--- src/rtl/dr_pkg.sv ---
package dr_pkg;
  localparam int ADDR_W = 16;
  localparam int SIZE_W = 16;

  localparam logic [2:0] SEL_ADDR_LO = 3'd0;
  localparam logic [2:0] SEL_ADDR_HI = 3'd1;
  localparam logic [2:0] SEL_SIZE_LO = 3'd2;
  localparam logic [2:0] SEL_SIZE_HI = 3'd3;
  localparam logic [2:0] SEL_CTRL    = 3'd4;
  localparam logic [2:0] SEL_STAT    = 3'd5;

  typedef enum logic [1:0] {
    TOK_IN    = 2'd0,
    TOK_OUT   = 2'd1,
    TOK_SETUP = 2'd2,
    TOK_OTHER = 2'd3
  } tokKind_e;

  // strobes from control to datapath
  typedef struct packed {
    logic startPkt;
    logic issueRd;
    logic sendZlp;
    logic commit;
  } ctlStrobe_t;

  // status from datapath to control
  typedef struct packed {
    logic sizeZero;
    logic lastIdx;
    logic nextZero;
  } dpStatus_t;
endpackage

--- src/rtl/dr_ctrl.sv ---
module dr_ctrl
  import dr_pkg::*;
(
  input  logic       clk,
  input  logic       rstN,
  input  logic       regWe,
  input  logic [2:0] regSel,
  input  logic       regWbit0,
  input  logic       tokValid,
  input  logic [1:0] tokKind,
  input  dpStatus_t  dpStat,
  output ctlStrobe_t stb,
  output logic       replyEn,
  output logic       inAck
);
  typedef enum logic [1:0] {S_OFF, S_WAIT, S_READ, S_COMMIT} state_e;

  state_e st, stNxt;
  logic   endNow;

  always_comb begin
    stNxt  = st;
    stb    = '0;
    endNow = 1'b0;
    case (st)
      S_OFF: begin
        if (regWe && regSel == SEL_CTRL && regWbit0) stNxt = S_WAIT;
      end
      S_WAIT: begin
        if (tokValid) begin
          if (tokKind == TOK_IN) begin
            stb.startPkt = 1'b1;
            if (dpStat.sizeZero) begin
              stb.sendZlp = 1'b1;
              stNxt       = S_COMMIT;
            end else begin
              stNxt = S_READ;
            end
          end else begin
            endNow = 1'b1;
            stNxt  = S_OFF;
          end
        end
      end
      S_READ: begin
        stb.issueRd = 1'b1;
        if (dpStat.lastIdx) stNxt = S_COMMIT;
      end
      S_COMMIT: begin
        stb.commit = 1'b1;
        if (dpStat.nextZero) begin
          endNow = 1'b1;
          stNxt  = S_OFF;
        end else begin
          stNxt = S_WAIT;
        end
      end
      default: stNxt = S_OFF;
    endcase
  end

  always_ff @(posedge clk or negedge rstN) begin
    if (!rstN) begin
      st    <= S_OFF;
      inAck <= 1'b0;
    end else begin
      st <= stNxt;
      if (endNow) inAck <= 1'b1;
      else if (regWe && regSel == SEL_STAT && regWbit0) inAck <= 1'b0;
    end
  end

  assign replyEn = (st != S_OFF);
endmodule

--- src/rtl/dr_data.sv ---
module dr_data
  import dr_pkg::*;
#(
  parameter int MAX_PKT = 8
) (
  input  logic              clk,
  input  logic              rstN,
  input  logic              replyEn,
  input  logic              regWe,
  input  logic [2:0]        regSel,
  input  logic [7:0]        regWdata,
  input  ctlStrobe_t        stb,
  output dpStatus_t         dpStat,
  output logic              memRdEn,
  output logic [ADDR_W-1:0] memAddr,
  output logic              txValid,
  output logic              txLast,
  output logic              txShort,
  output logic              txZlp,
  output logic [ADDR_W-1:0] descAddr,
  output logic [SIZE_W-1:0] descSize
);
  localparam int LEN_W = $clog2(MAX_PKT + 1);
  localparam logic [LEN_W-1:0]  MAX_L = LEN_W'(MAX_PKT);
  localparam logic [SIZE_W-1:0] MAX_S = SIZE_W'(MAX_PKT);

  logic [LEN_W-1:0] idx, pktLen, minLen;

  assign minLen = (descSize < MAX_S) ? descSize[LEN_W-1:0] : MAX_L;

  assign dpStat.sizeZero = (descSize == '0);
  assign dpStat.lastIdx  = (idx == pktLen - LEN_W'(1));
  assign dpStat.nextZero = (descSize == SIZE_W'(pktLen));

  assign memRdEn = stb.issueRd;
  assign memAddr = descAddr + ADDR_W'(idx);

  // address and size registers
  always_ff @(posedge clk or negedge rstN) begin
    if (!rstN) begin
      descAddr <= '0;
      descSize <= '0;
    end else if (stb.commit) begin
      descAddr <= descAddr + ADDR_W'(pktLen);
      descSize <= descSize - SIZE_W'(pktLen);
    end else if (regWe && !replyEn) begin
      case (regSel)
        SEL_ADDR_LO: descAddr[7:0]  <= regWdata;
        SEL_ADDR_HI: descAddr[15:8] <= regWdata;
        SEL_SIZE_LO: descSize[7:0]  <= regWdata;
        SEL_SIZE_HI: descSize[15:8] <= regWdata;
        default: ;
      endcase
    end
  end

  // packet length and byte index
  always_ff @(posedge clk or negedge rstN) begin
    if (!rstN) begin
      idx    <= '0;
      pktLen <= '0;
    end else if (stb.startPkt) begin
      idx    <= '0;
      pktLen <= minLen;
    end else if (stb.issueRd) begin
      idx <= idx + LEN_W'(1);
    end
  end

  // transmit flags aligned with memory read latency
  always_ff @(posedge clk or negedge rstN) begin
    if (!rstN) begin
      txValid <= 1'b0;
      txLast  <= 1'b0;
      txShort <= 1'b0;
      txZlp   <= 1'b0;
    end else begin
      txValid <= stb.issueRd;
      txLast  <= stb.issueRd && dpStat.lastIdx;
      txShort <= stb.issueRd && dpStat.lastIdx && (pktLen != MAX_L);
      txZlp   <= stb.sendZlp;
    end
  end
endmodule

--- src/rtl/desc_reply_seq.sv ---
module desc_reply_seq
  import dr_pkg::*;
#(
  parameter int MAX_PKT = 8
) (
  input  logic        clk,
  input  logic        rstN,
  input  logic        regWe,
  input  logic [2:0]  regSel,
  input  logic [7:0]  regWdata,
  input  logic        tokValid,
  input  logic [1:0]  tokKind,
  output logic        memRdEn,
  output logic [15:0] memAddr,
  input  logic [7:0]  memRdData,
  output logic        txValid,
  output logic [7:0]  txData,
  output logic        txLast,
  output logic        txShort,
  output logic        txZlp,
  output logic        replyEn,
  output logic        inAck,
  output logic [15:0] descAddr,
  output logic [15:0] descSize
);
  ctlStrobe_t stb;
  dpStatus_t  dpStat;

  dr_ctrl u_ctrl (
    .clk      (clk),
    .rstN     (rstN),
    .regWe    (regWe),
    .regSel   (regSel),
    .regWbit0 (regWdata[0]),
    .tokValid (tokValid),
    .tokKind  (tokKind),
    .dpStat   (dpStat),
    .stb      (stb),
    .replyEn  (replyEn),
    .inAck    (inAck)
  );

  dr_data #(.MAX_PKT(MAX_PKT)) u_data (
    .clk      (clk),
    .rstN     (rstN),
    .replyEn  (replyEn),
    .regWe    (regWe),
    .regSel   (regSel),
    .regWdata (regWdata),
    .stb      (stb),
    .dpStat   (dpStat),
    .memRdEn  (memRdEn),
    .memAddr  (memAddr),
    .txValid  (txValid),
    .txLast   (txLast),
    .txShort  (txShort),
    .txZlp    (txZlp),
    .descAddr (descAddr),
    .descSize (descSize)
  );

  assign txData = memRdData;
endmodule

--- config.mk ---
export PLATFORM = sky130hd
export DESIGN_NAME = desc_reply_seq
export DESIGN_NICKNAME = d
export VERILOG_FILES = /design/src/rtl/dr_pkg.sv /design/src/rtl/dr_ctrl.sv /design/src/rtl/dr_data.sv /design/src/rtl/desc_reply_seq.sv
export SDC_FILE = /design/constraint.sdc
export NUM_CORES = 1
export LEC_CHECK = 0
export BUFFER_PORTS_ARGS = -buffer_cell sky130_fd_sc_hd__buf_2
export CAP_MARGIN = 20
export CORE_ASPECT_RATIO = 1.75
export CORE_MARGIN = 2
export CORE_UTILIZATION = 50
export CTS_CLUSTER_SIZE = 28
export DETAILED_ROUTE_END_ITERATION = 10
export PLACE_DENSITY = 0.76
export SLEW_MARGIN = 20
export SYNTH_ARGS = -nofsm -noshare
export SYNTH_HDL_FRONTEND = slang
export SYNTH_HIERARCHICAL = 1
export SYNTH_SLANG_ARGS = --single-unit
--- constraint.sdc ---
create_clock -name clk -period 2.7 [get_ports clk]
set_input_delay 0.27 -clock clk [delete_from_list [all_inputs] [get_ports clk]]
set_output_delay 0.27 -clock clk [all_outputs]
set_load 0.02 [all_outputs]
## Word-level counts from Yosys, hierarchy flattened

Index checks and enable logic that the tools add are counted.

| cells by class | value |
|---|---|
| add/subtract/negate cells | 5 |
| order comparisons | 1 |
| equality and inequality tests | 14 |
| mux-type cells | 33 |
| reductions and logical operators | 25 |

Operator list:

| operator | number |
|---|---|
| 2-to-1 mux 16 bit | 4 |
| adder 16 x 4 -> 16 bit | 2 |
| 2-to-1 mux 8 bit | 4 |
| == test 16 x 4 -> 1 bit | 1 |
| zero test 16 bit | 1 |
| less-than comparator 16 x 4 -> 1 bit (second input constant) | 1 |
| 2-to-1 mux 1 bit | 16 |
| nonzero test 2 bit | 8 |
| subtractor 16 x 4 -> 16 bit | 1 |
| 2-to-1 mux 4 bit | 3 |
| 2-to-1 mux 2 bit | 4 |
| case mux 2 bit (4 select lines) | 1 |
| AND reduction 2 bit | 4 |
| logical AND 1 bit | 7 |
| == test 3 x 2 -> 1 bit (second input constant) | 2 |
| == test 3 bit (second input constant) | 2 |
| adder 4 x 1 -> 4 bit (second input constant) | 1 |
| == test 2 bit (second input constant) | 2 |
| == test 4 bit | 1 |
| zero test 2 bit | 2 |
| != test 2 x 1 -> 1 bit (second input constant) | 2 |
| != test 4 bit (second input constant) | 1 |
| subtractor 4 x 1 -> 4 bit (second input constant) | 1 |
| == test 3 x 1 -> 1 bit (second input constant) | 1 |
| 6 further kinds | 6 |

| word-level totals | value |
|---|---|
| flip-flop bits (word level) | 47 |
| input bits | 25 |
| output and inout bits | 63 |
| logic and storage cells | 90 |

## Longest topological paths before layout

Gate-level depths: netlist of the first run.

| logic depth | value |
|---|---|
| word-level depth | 5 |
| gate-level depth with buffers | 8 |
| depth with buffers taken out | 7 |

## Modules after synthesis

Netlist of the first run, hierarchy kept.

By module, submodules not included:

| module | instances | cells an instance | area each (um^2) |
|---|---|---|---|
| dr_data | 1 | 342 | 3173.0 |
| dr_ctrl | 1 | 22 | 193.9 |
| desc_reply_seq | 1 | 8 | 60.1 |

## Worst setup path before layout of the first run

No wires, ideal clock.

| timing path | value |
|---|---|
| path type | register -> output |
| start | register u_data.descAddr[0] |
| end | output memAddr[14] |
| arrival time | 2231 ps |
| required time | 2430 ps |
| setup slack | 199 ps |
| cell stages (with the launch flop) | 8 |
| buffers on the path | 0 |
| cells stage by stage | dfrtp_1 > ha_1 > inv_1 > fa_1 > nor2b_1 > o21ai_1 > a2111oi_0 > xor2_1 |

| on the way | value |
|---|---|
| longest elaborated chain between the ends | 1 |

Ends and longest elaborated chain:

| what | line | text |
|---|---|---|
| from (decl) | dr_data.sv:20 | `output logic [ADDR_W-1:0] descAddr,` |
| from (signal assigned) | dr_data.sv:44 | `descAddr <= descAddr + ADDR_W'(pktLen);` |
| from (signal assigned) | dr_data.sv:48 | `SEL_ADDR_LO: descAddr[7:0] <= regWdata;` |
| adder 16 x 4 -> 16 bit | dr_data.sv:36 | `assign memAddr = descAddr + ADDR_W'(idx);` |
| to (decl) | desc_reply_seq.sv:14 | `output logic [15:0] memAddr,` |

No other way between the ends.

## Worst setup path after layout of the first run

| timing path | value |
|---|---|
| start | register u_data.descAddr[0] |
| end | output memAddr[12] |

Same word-level chain as after synthesis.

==> reports/qor.json, run 1 <==
{
  "run_status": {
    "outcome": "finished clean"
  },
  "finish": {
    "fill_cells": 627,
    "syn2layout_area_growth_pct": 18.4,
    "fraction_of_layout_cells_with_a_size_suffix_above_1_pct": 24.8,
    "layout_common_cells": "71 x sky130_fd_sc_hd__buf_2, 46 x sky130_fd_sc_hd__dfrtp_1, 26 x sky130_fd_sc_hd__nand2_1",
    "layout.area.seq_sq_um": 1180,
    "multiInputGateArea_sq_um": 2070,
    "most_frequent_standard_cell_in_the_layout_excluding_fill_and_tap_cells": "sky130_fd_sc_hd__buf_2",
    "antenna_fix_cells": 0,
    "postLayoutCellArea_sq_um": 4060,
    "fin_cells": 523,
    "num-nets-final": 481
  },
  "worst_setup_path": {
    "crit_path_end_kind": "output pin",
    "path_cells": "ha_1, inv_1, fa_1, nor2b_1, o21ai_1, buf_4, a211oi_1, xor2_1, buf_2",
    "r2r.worst_path.cells": 7,
    "rr_startpoint": "u_data/descAddr[0]",
    "critical-path-slowest-cell": "sky130_fd_sc_hd__fa_1",
    "worstPathMaxFanout": 5,
    "r2r-end": "u_data/descAddr[6]",
    "timing.critical_path.max_delay_family": "adder cells",
    "critical_path.startpoint_type": "flip-flop",
    "critical_path_class": "flip-flop to output pin",
    "critPathRequiredTime_ps": 2430,
    "crit_path_max_incr_delay_ps": 400,
    "data_arrival_time_of_the_critical_path_ps": 2350,
    "critPathBufInv": 3,
    "ff2ff_setup_slack_ps": 300
  },
  "cts": {
    "clockBufferDepth": 2,
    "cts_hold_repair.buffers": 0,
    "cts_resized": 1,
    "cts.clk_slew.worst_paths_ps": 70,
    "clock_latency_of_the_later_clocked_register_in_the_worst_skew_pair_ps": 290,
    "cts.repair_timing.setup_buffer_count": 0,
    "sink_count_of_the_clock_tree": 47,
    "cts_root_buf": "sky130_fd_sc_hd__clkbuf_16",
    "cts_inserted_buffers": 5,
    "cts-htree-levels": 2,
    "tritoncts": "done"
  },
  "placement": {
    "dp_hpwl_microns": 6800,
    "placed_instance_count": 515,
    "place_congestion": 0.928,
    "placement.cell_area_sq_um": 3870,
    "portBuffers": 71
  },
  "yosys": {
    "yosysUniqueCellTypes": 67,
    "post-synth-top-area-cell": "sky130_fd_sc_hd__dfrtp_1",
    "number_of_enable_type_register_cells_in_the_synthesized_netlist": 0,
    "synth-async-reset-ratio_pct": 100,
    "synthesis.nets": 415,
    "ys_ff_latch": 47,
    "netlist_area_sq_um": 3430,
    "yosysWarningCount": 6,
    "netlist_top_cells_area": "sky130_fd_sc_hd__dfrtp_1 34%, sky130_fd_sc_hd__ha_1 5.5%, sky130_fd_sc_hd__xnor2_1 3.8%",
    "synth_cells": 372,
    "area_share_of_the_largest_cell_type_after_synthesis_pct": 34.3,
    "yosys_most_used_dff": "sky130_fd_sc_hd__dfrtp_1",
    "synthesis.area_per_instance_sq_um": 9.21,
    "synth_seq_area_share_pct": 34.3
  },
  "timing": {
    "finClkSkew_ps": 5.34,
    "fin_worst_hold_slack_ps": 74.5,
    "slew_violations": 0,
    "period_share_pct": 97.1,
    "achievable-frequency_mhz": 381,
    "period_minus_slack_ps": 2620,
    "finalSetupViolations": 0,
    "final-hold-violation-count": 0,
    "final.setup.tns_ps": 0,
    "worstMarginPinSlew_ps": 779,
    "timing.max_slew.rel_slack_pct": 48.1,
    "setup_repair_after_global_routing_missed_its_margin": "no"
  },
  "min_path": {
    "hold_path.class": "input port to async pin"
  },
  "global_route": {
    "antenna_violations_before_repair": 0,
    "number_of_global_route_vias_before_repair": 3172,
    "met3_usage_pct": 4.04,
    "grt_max_degree": 48,
    "grt_use_met2_pct": 44.7,
    "grtUsageTotal_pct": 25.8,
    "grt_most_used_layer": "met2",
    "globalRouteOverflowTotal": 0,
    "grt_pass1_wl_microns": 15300,
    "grtUsageMet1_pct": 30.7
  },
  "routing": {
    "vias_per_cell": 6.27,
    "wl_microns": 9400,
    "antenna_left": 0,
    "violation_count_after_the_first_detailed_route_iteration": 222,
    "per_cell_routed_wire_length_microns": 18.0,
    "detail_route.first_pass.iterations": 5,
    "route.vias.total": 3280,
    "detail_route.drc_violations": 0
  },
  "power": {
    "cellLeakagePower_nw": 1.80,
    "total_power_mw": 5.84,
    "irDropWorstVdd_uv": 658,
    "power-per-cell-area_nw_per_um2": 1440
  },
  "die": {
    "floorplan.die_area_sq_um": 7560,
    "dieHeight_microns": 114,
    "floorplan.rows": 40,
    "floorplan.initialDensity_pct": 50.7,
    "core-area_sq_um": 6760,
    "design.portCount": 88,
    "die-width_microns": 66.6
  },
  "flow_run": {
    "maxCapViolations": 0
  }
}
[power breakdown]
group,switching [mW],internal [mW],total [mW]
clock,0.286,0.437,0.724
combinational,2.18,1.42,3.60
sequential,0.482,1.03,1.51
total,2.95,2.89,5.84
[logic make-up (layout without fill, tap and decap cells)]
family | after synthesis | after routing | synth area share [%]
xor+xnor | 25 | 25 | 6.39
simple gates | 113 | 113 | 18.5
mux | 13 | 13 | 3.87
flops | 47 | 47 | 34.3
compound gates | 110 | 110 | 23.7
buf+inv | 46 | 113 | 6.02
fa+ha+maj | 18 | 18 | 7.23
[worst max-delay path by stage]
stage	from	endpoint	slack (ps)	cells past startpoint
2_1_floorplan	u_data/descAddr[0]	memAddr[14]	200	7
3_3_place_gp	u_data/descAddr[0]	memAddr[14]	320	8
3_5_place_dp	u_data/idx[1]	memAddr[14]	260	7
4_1_cts	u_data/idx[1]	memAddr[14]	7	7
5_1_grt	u_data/descAddr[0]	memAddr[12]	6	9
6_report	u_data/descAddr[0]	memAddr[12]	80	9
[final cells by class]
type | instances | share of cell area [%]
Clock inverter | 3 | 1.08
Inverter | 20 | 1.85
Timing Repair Buffer | 85 | 11.3
Sequential cell | 47 | 29.0
Clock buffer | 5 | 3.08
Multi-Input combinational cell | 279 | 51.0
Tap cell | 84 | 2.59
[metrics by stage]
stage                     utilization, %  setup slack, ps
after detailed placement            57.2              258
after global placement              57.2              319
final                               60.1             77.2
after floorplan                        -              199
after global routing                60.1             5.62
after CTS                           59.8             7.16
[cell usage after synthesis, types with 10 or more instances]
cell and n:
sky130_fd_sc_hd__inv_1 18, sky130_fd_sc_hd__clkbuf_1 17, sky130_fd_sc_hd__dfrtp_1 47, sky130_fd_sc_hd__a211oi_1 15
sky130_fd_sc_hd__xor2_1 10, sky130_fd_sc_hd__mux2i_1 11, sky130_fd_sc_hd__a31oi_1 12, sky130_fd_sc_hd__nor2_1 16
sky130_fd_sc_hd__ha_1 15, sky130_fd_sc_hd__xnor2_1 15, sky130_fd_sc_hd__nand2_1 26
[flip-flops by register name (all words and copies together), names as in the netlist, named ones only]
| register | count |
|---|---|
| u_ctrl/inAck | 1 |
| u_ctrl/st | 1 |
| u_data/descAddr | 16 |
| u_data/descSize | 16 |
| u_data/idx | 4 |
| u_data/pktLen | 4 |
| u_data/txLast | 1 |
| u_data/txShort | 1 |
| u_data/txValid | 1 |
| u_data/txZlp | 1 |
[per-layer routing]
layer / vias up / share of wire [%]
li1: 1547 / -
met1: 1601 / 39
met2: 115 / 53
met3: 17 / 5.2
met4: 0 / 2.6
met5: - / 0
[worst register-to-register path, cell delays in order (launching register included)]
cell,delay (ps)
sky130_fd_sc_hd__dfrtp_1,390
sky130_fd_sc_hd__buf_4,140
sky130_fd_sc_hd__ha_1,230
sky130_fd_sc_hd__fa_1,410
sky130_fd_sc_hd__a21o_1,200
sky130_fd_sc_hd__a31oi_1,510
sky130_fd_sc_hd__o221ai_1,230
sky130_fd_sc_hd__o311a_1,160
Power figures use the tool's default switching activity.
==> inputs of run 2 (changes only) <==
--- a/config.mk
+++ b/config.mk
@@ -16,5 +16,4 @@
 export SLEW_MARGIN = 20
 export SYNTH_ARGS = -nofsm -noshare
 export SYNTH_HDL_FRONTEND = slang
-export SYNTH_HIERARCHICAL = 1
 export SYNTH_SLANG_ARGS = --single-unit
==> reports/qor.json, run 2 <==
{
  "yosys": {
    "post-synth-top-area-cell": "sky130_fd_sc_hd__dfrtp_1",
    "yosysUniqueCellTypes": 58,
    "synthesis.nets": 406,
    "number_of_enable_type_register_cells_in_the_synthesized_netlist": 0,
    "ys_ff_latch": 47,
    "synth-xor-area-share_pct": 6.68,
    "yosys_most_used_dff": "sky130_fd_sc_hd__dfrtp_1",
    "area_share_of_the_largest_cell_type_after_synthesis_pct": 35.9,
    "netlist_area_sq_um": 3280,
    "synth_seq_area_share_pct": 35.9,
    "post-synth-top-count-cell": "sky130_fd_sc_hd__nor2_1",
    "post_synth_and_or_nand_nor_area_fraction_pct": 21.9,
    "synth_cells": 363,
    "post_synth_mux_area_share_pct": 2.75,
    "post_synth_fa_ha_maj_area_fraction_pct": 7.56,
    "post_synth_most_frequent_cells": "48 x sky130_fd_sc_hd__nor2_1, 47 x sky130_fd_sc_hd__dfrtp_1, 34 x sky130_fd_sc_hd__nand2_1",
    "synth_top_family_by_area": "simple AND/OR/NAND/NOR gates",
    "yosysWarningCount": 0,
    "synth-async-reset-ratio_pct": 100,
    "synth_compound_area_share_pct": 19.4,
    "synthesis.area_per_instance_sq_um": 9.03,
    "netlist_top_cells_area": "sky130_fd_sc_hd__dfrtp_1 36%, sky130_fd_sc_hd__ha_1 5.7%, sky130_fd_sc_hd__nor2_1 5.5%"
  },
  "global_route": {
    "antenna_violations_before_repair": 0,
    "grt_max_degree": 30,
    "globalRouteOverflowTotal": 0,
    "grt_pass1_wl_microns": 14300,
    "number_of_global_route_vias_before_repair": 2944,
    "grtUsageTotal_pct": 25.1
  },
  "timing": {
    "period_minus_slack_ps": 2530,
    "period_share_pct": 93.8,
    "timing.max_slew.rel_slack_pct": 54.3,
    "finalSetupViolations": 0,
    "slew_violations": 0,
    "achievable-frequency_mhz": 395,
    "final-hold-violation-count": 0,
    "finClkSkew_ps": 7.63,
    "worstMarginPinSlew_ps": 686,
    "setup_slack_ps": 166
  },
  "die": {
    "die-width_microns": 65.2,
    "dieHeight_microns": 111,
    "design.portCount": 88,
    "floorplan.rows": 39,
    "core-area_sq_um": 6440,
    "floorplan.die_area_sq_um": 7240,
    "floorplan.initialDensity_pct": 50.9
  },
  "finish": {
    "layout_common_cells": "71 x sky130_fd_sc_hd__buf_2, 48 x sky130_fd_sc_hd__nor2_1, 47 x sky130_fd_sc_hd__dfrtp_1",
    "postLayoutCellArea_sq_um": 3790,
    "most_frequent_standard_cell_in_the_layout_excluding_fill_and_tap_cells": "sky130_fd_sc_hd__buf_2",
    "syn2layout_area_growth_pct": 15.6,
    "fin_cells": 506,
    "num-nets-final": 466,
    "layout_top_registers": "u_data.descAddr (16), u_data.descSize (16)",
    "antenna_fix_cells": 0,
    "fraction_of_layout_cells_with_a_size_suffix_above_1_pct": 22.2
  },
  "cts": {
    "clock_latency_of_the_later_clocked_register_in_the_worst_skew_pair_ps": 290,
    "tritoncts": "done",
    "cts-htree-levels": 2,
    "cts.clk_slew.worst_paths_ps": 70,
    "cts_inserted_buffers": 5,
    "cts_hold_repair.buffers": 0,
    "clockBufferDepth": 2,
    "cts_root_buf": "sky130_fd_sc_hd__clkbuf_16",
    "sink_count_of_the_clock_tree": 47
  },
  "worst_setup_path": {
    "critical_path.startpoint_type": "flip-flop",
    "worstPathMaxFanout": 6,
    "crit_path_end_kind": "output pin",
    "critical_path_class": "flip-flop to output pin",
    "data_arrival_time_of_the_critical_path_ps": 2260,
    "critPathRequiredTime_ps": 2430
  },
  "placement": {
    "placed_instance_count": 498,
    "dp_hpwl_microns": 6730,
    "place_congestion": 0.894,
    "portBuffers": 71,
    "setup_slack_after_placement_ps": 345,
    "placement.cell_area_sq_um": 3630
  },
  "run_status": {
    "outcome": "finished clean"
  },
  "power": {
    "clock_power_share_pct": 13.9,
    "intPower_mw": 2.40,
    "total_power_mw": 4.75,
    "comb_power_share_pct": 54.5,
    "power-per-cell-area_nw_per_um2": 1250,
    "pwr-share-seq_pct": 31.6,
    "irDropWorstVdd_uv": 754,
    "cellLeakagePower_nw": 1.77,
    "power.switching_fraction_pct": 49.4,
    "power.switching_mw": 2.35
  },
  "routing": {
    "wl_microns": 8930,
    "per_cell_routed_wire_length_microns": 17.6,
    "antenna_left": 0,
    "detail_route.drc_violations": 0,
    "detail_route.first_pass.iterations": 4,
    "route.vias.total": 3002,
    "violation_count_after_the_first_detailed_route_iteration": 183,
    "vias_per_cell": 5.93
  },
  "min_path": {
    "hold_path.class": "input port to async pin"
  },
  "flow_run": {
    "maxCapViolations": 0
  }
}
-- run 2: routing by layer --
layer	vias up	wire [microns]	global-route usage, %
li1	1422	-	-
met2	106	4670	42.6
met4	0	352	14.6
met1	1449	3450	29.9
met5	-	0	0
met3	25	454	2.74
-- run 2: timing repair --
| item | in CTS | in global routing |
|---|---|---|
| buffers inserted | 0 | 0 |
| gates resized for setup | 0 | 1 |
| endpoints found under the setup margin | 0 | 6 |
-- run 2: path summary, 6_finish.rpt --
kind,from,to,slack (ps),cells after the start
min reg2reg,u_ctrl.inAck,u_ctrl.inAck,520,1
max,u_data.idx[0],memAddr[14],170,9
max in group asynchronous,rstN,u_data.descSize[5],2060,2
max reg2reg,u_data.pktLen[1],u_data.descSize[5],410,7
min in group clk,tokValid,u_data.txZlp,210,2
min,rstN,u_data.pktLen[3],30,1
-- run 2: through the flow --
stage / util [%] / setup TNS, ps / hold slack, ps
CTS: 58.8 / 0 / 45.9
floorplan: - / 0 / -25.6
global placement: 56.3 / 0 / 336
detailed placement: 56.3 / 0 / 352
finish: 58.8 / 0 / 25.2
global route: 58.8 / -5.13 / 88.7
-- run 2: logic make-up after synthesis --
family,after synthesis
fa+ha+maj,18
xor+xnor,25
buf+inv,37
mux,9
flops,47
compound gates,87
simple gates,140
-- run 2: cell type report --
cell class	instances	area, sq um
Timing Repair Buffer	75	385
Fill cell	625	2650
Tap cell	82	103
Clock buffer	8	156
Sequential cell	47	1180
Inverter	15	56.3
Multi-Input combinational cell	279	1910
-- run 2: worst max-delay path, stage by stage (launching register included) --
cell and delay [ps]:
sky130_fd_sc_hd__dfrtp_1 440, sky130_fd_sc_hd__ha_1 230, sky130_fd_sc_hd__inv_1 70, sky130_fd_sc_hd__fa_1 400, sky130_fd_sc_hd__inv_1 70, sky130_fd_sc_hd__a21o_1 120
sky130_fd_sc_hd__a21oi_2 110, sky130_fd_sc_hd__nor3_1 200, sky130_fd_sc_hd__xor2_1 160, sky130_fd_sc_hd__buf_2 180
-- run 2: power by group through the flow --
| stage | registers, mW | logic (mW) | clock network [mW] |
|---|---|---|---|
| after floorplan | 1.63 | 1.64 | 0 |
| after global placement | 1.50 | 2.52 | 0 |
| after detailed placement | 1.51 | 2.58 | 0 |
| after CTS | 1.50 | 2.59 | 0.663 |
| after global routing | 1.55 | 2.83 | 0.692 |
| final | 1.50 | 2.59 | 0.660 |
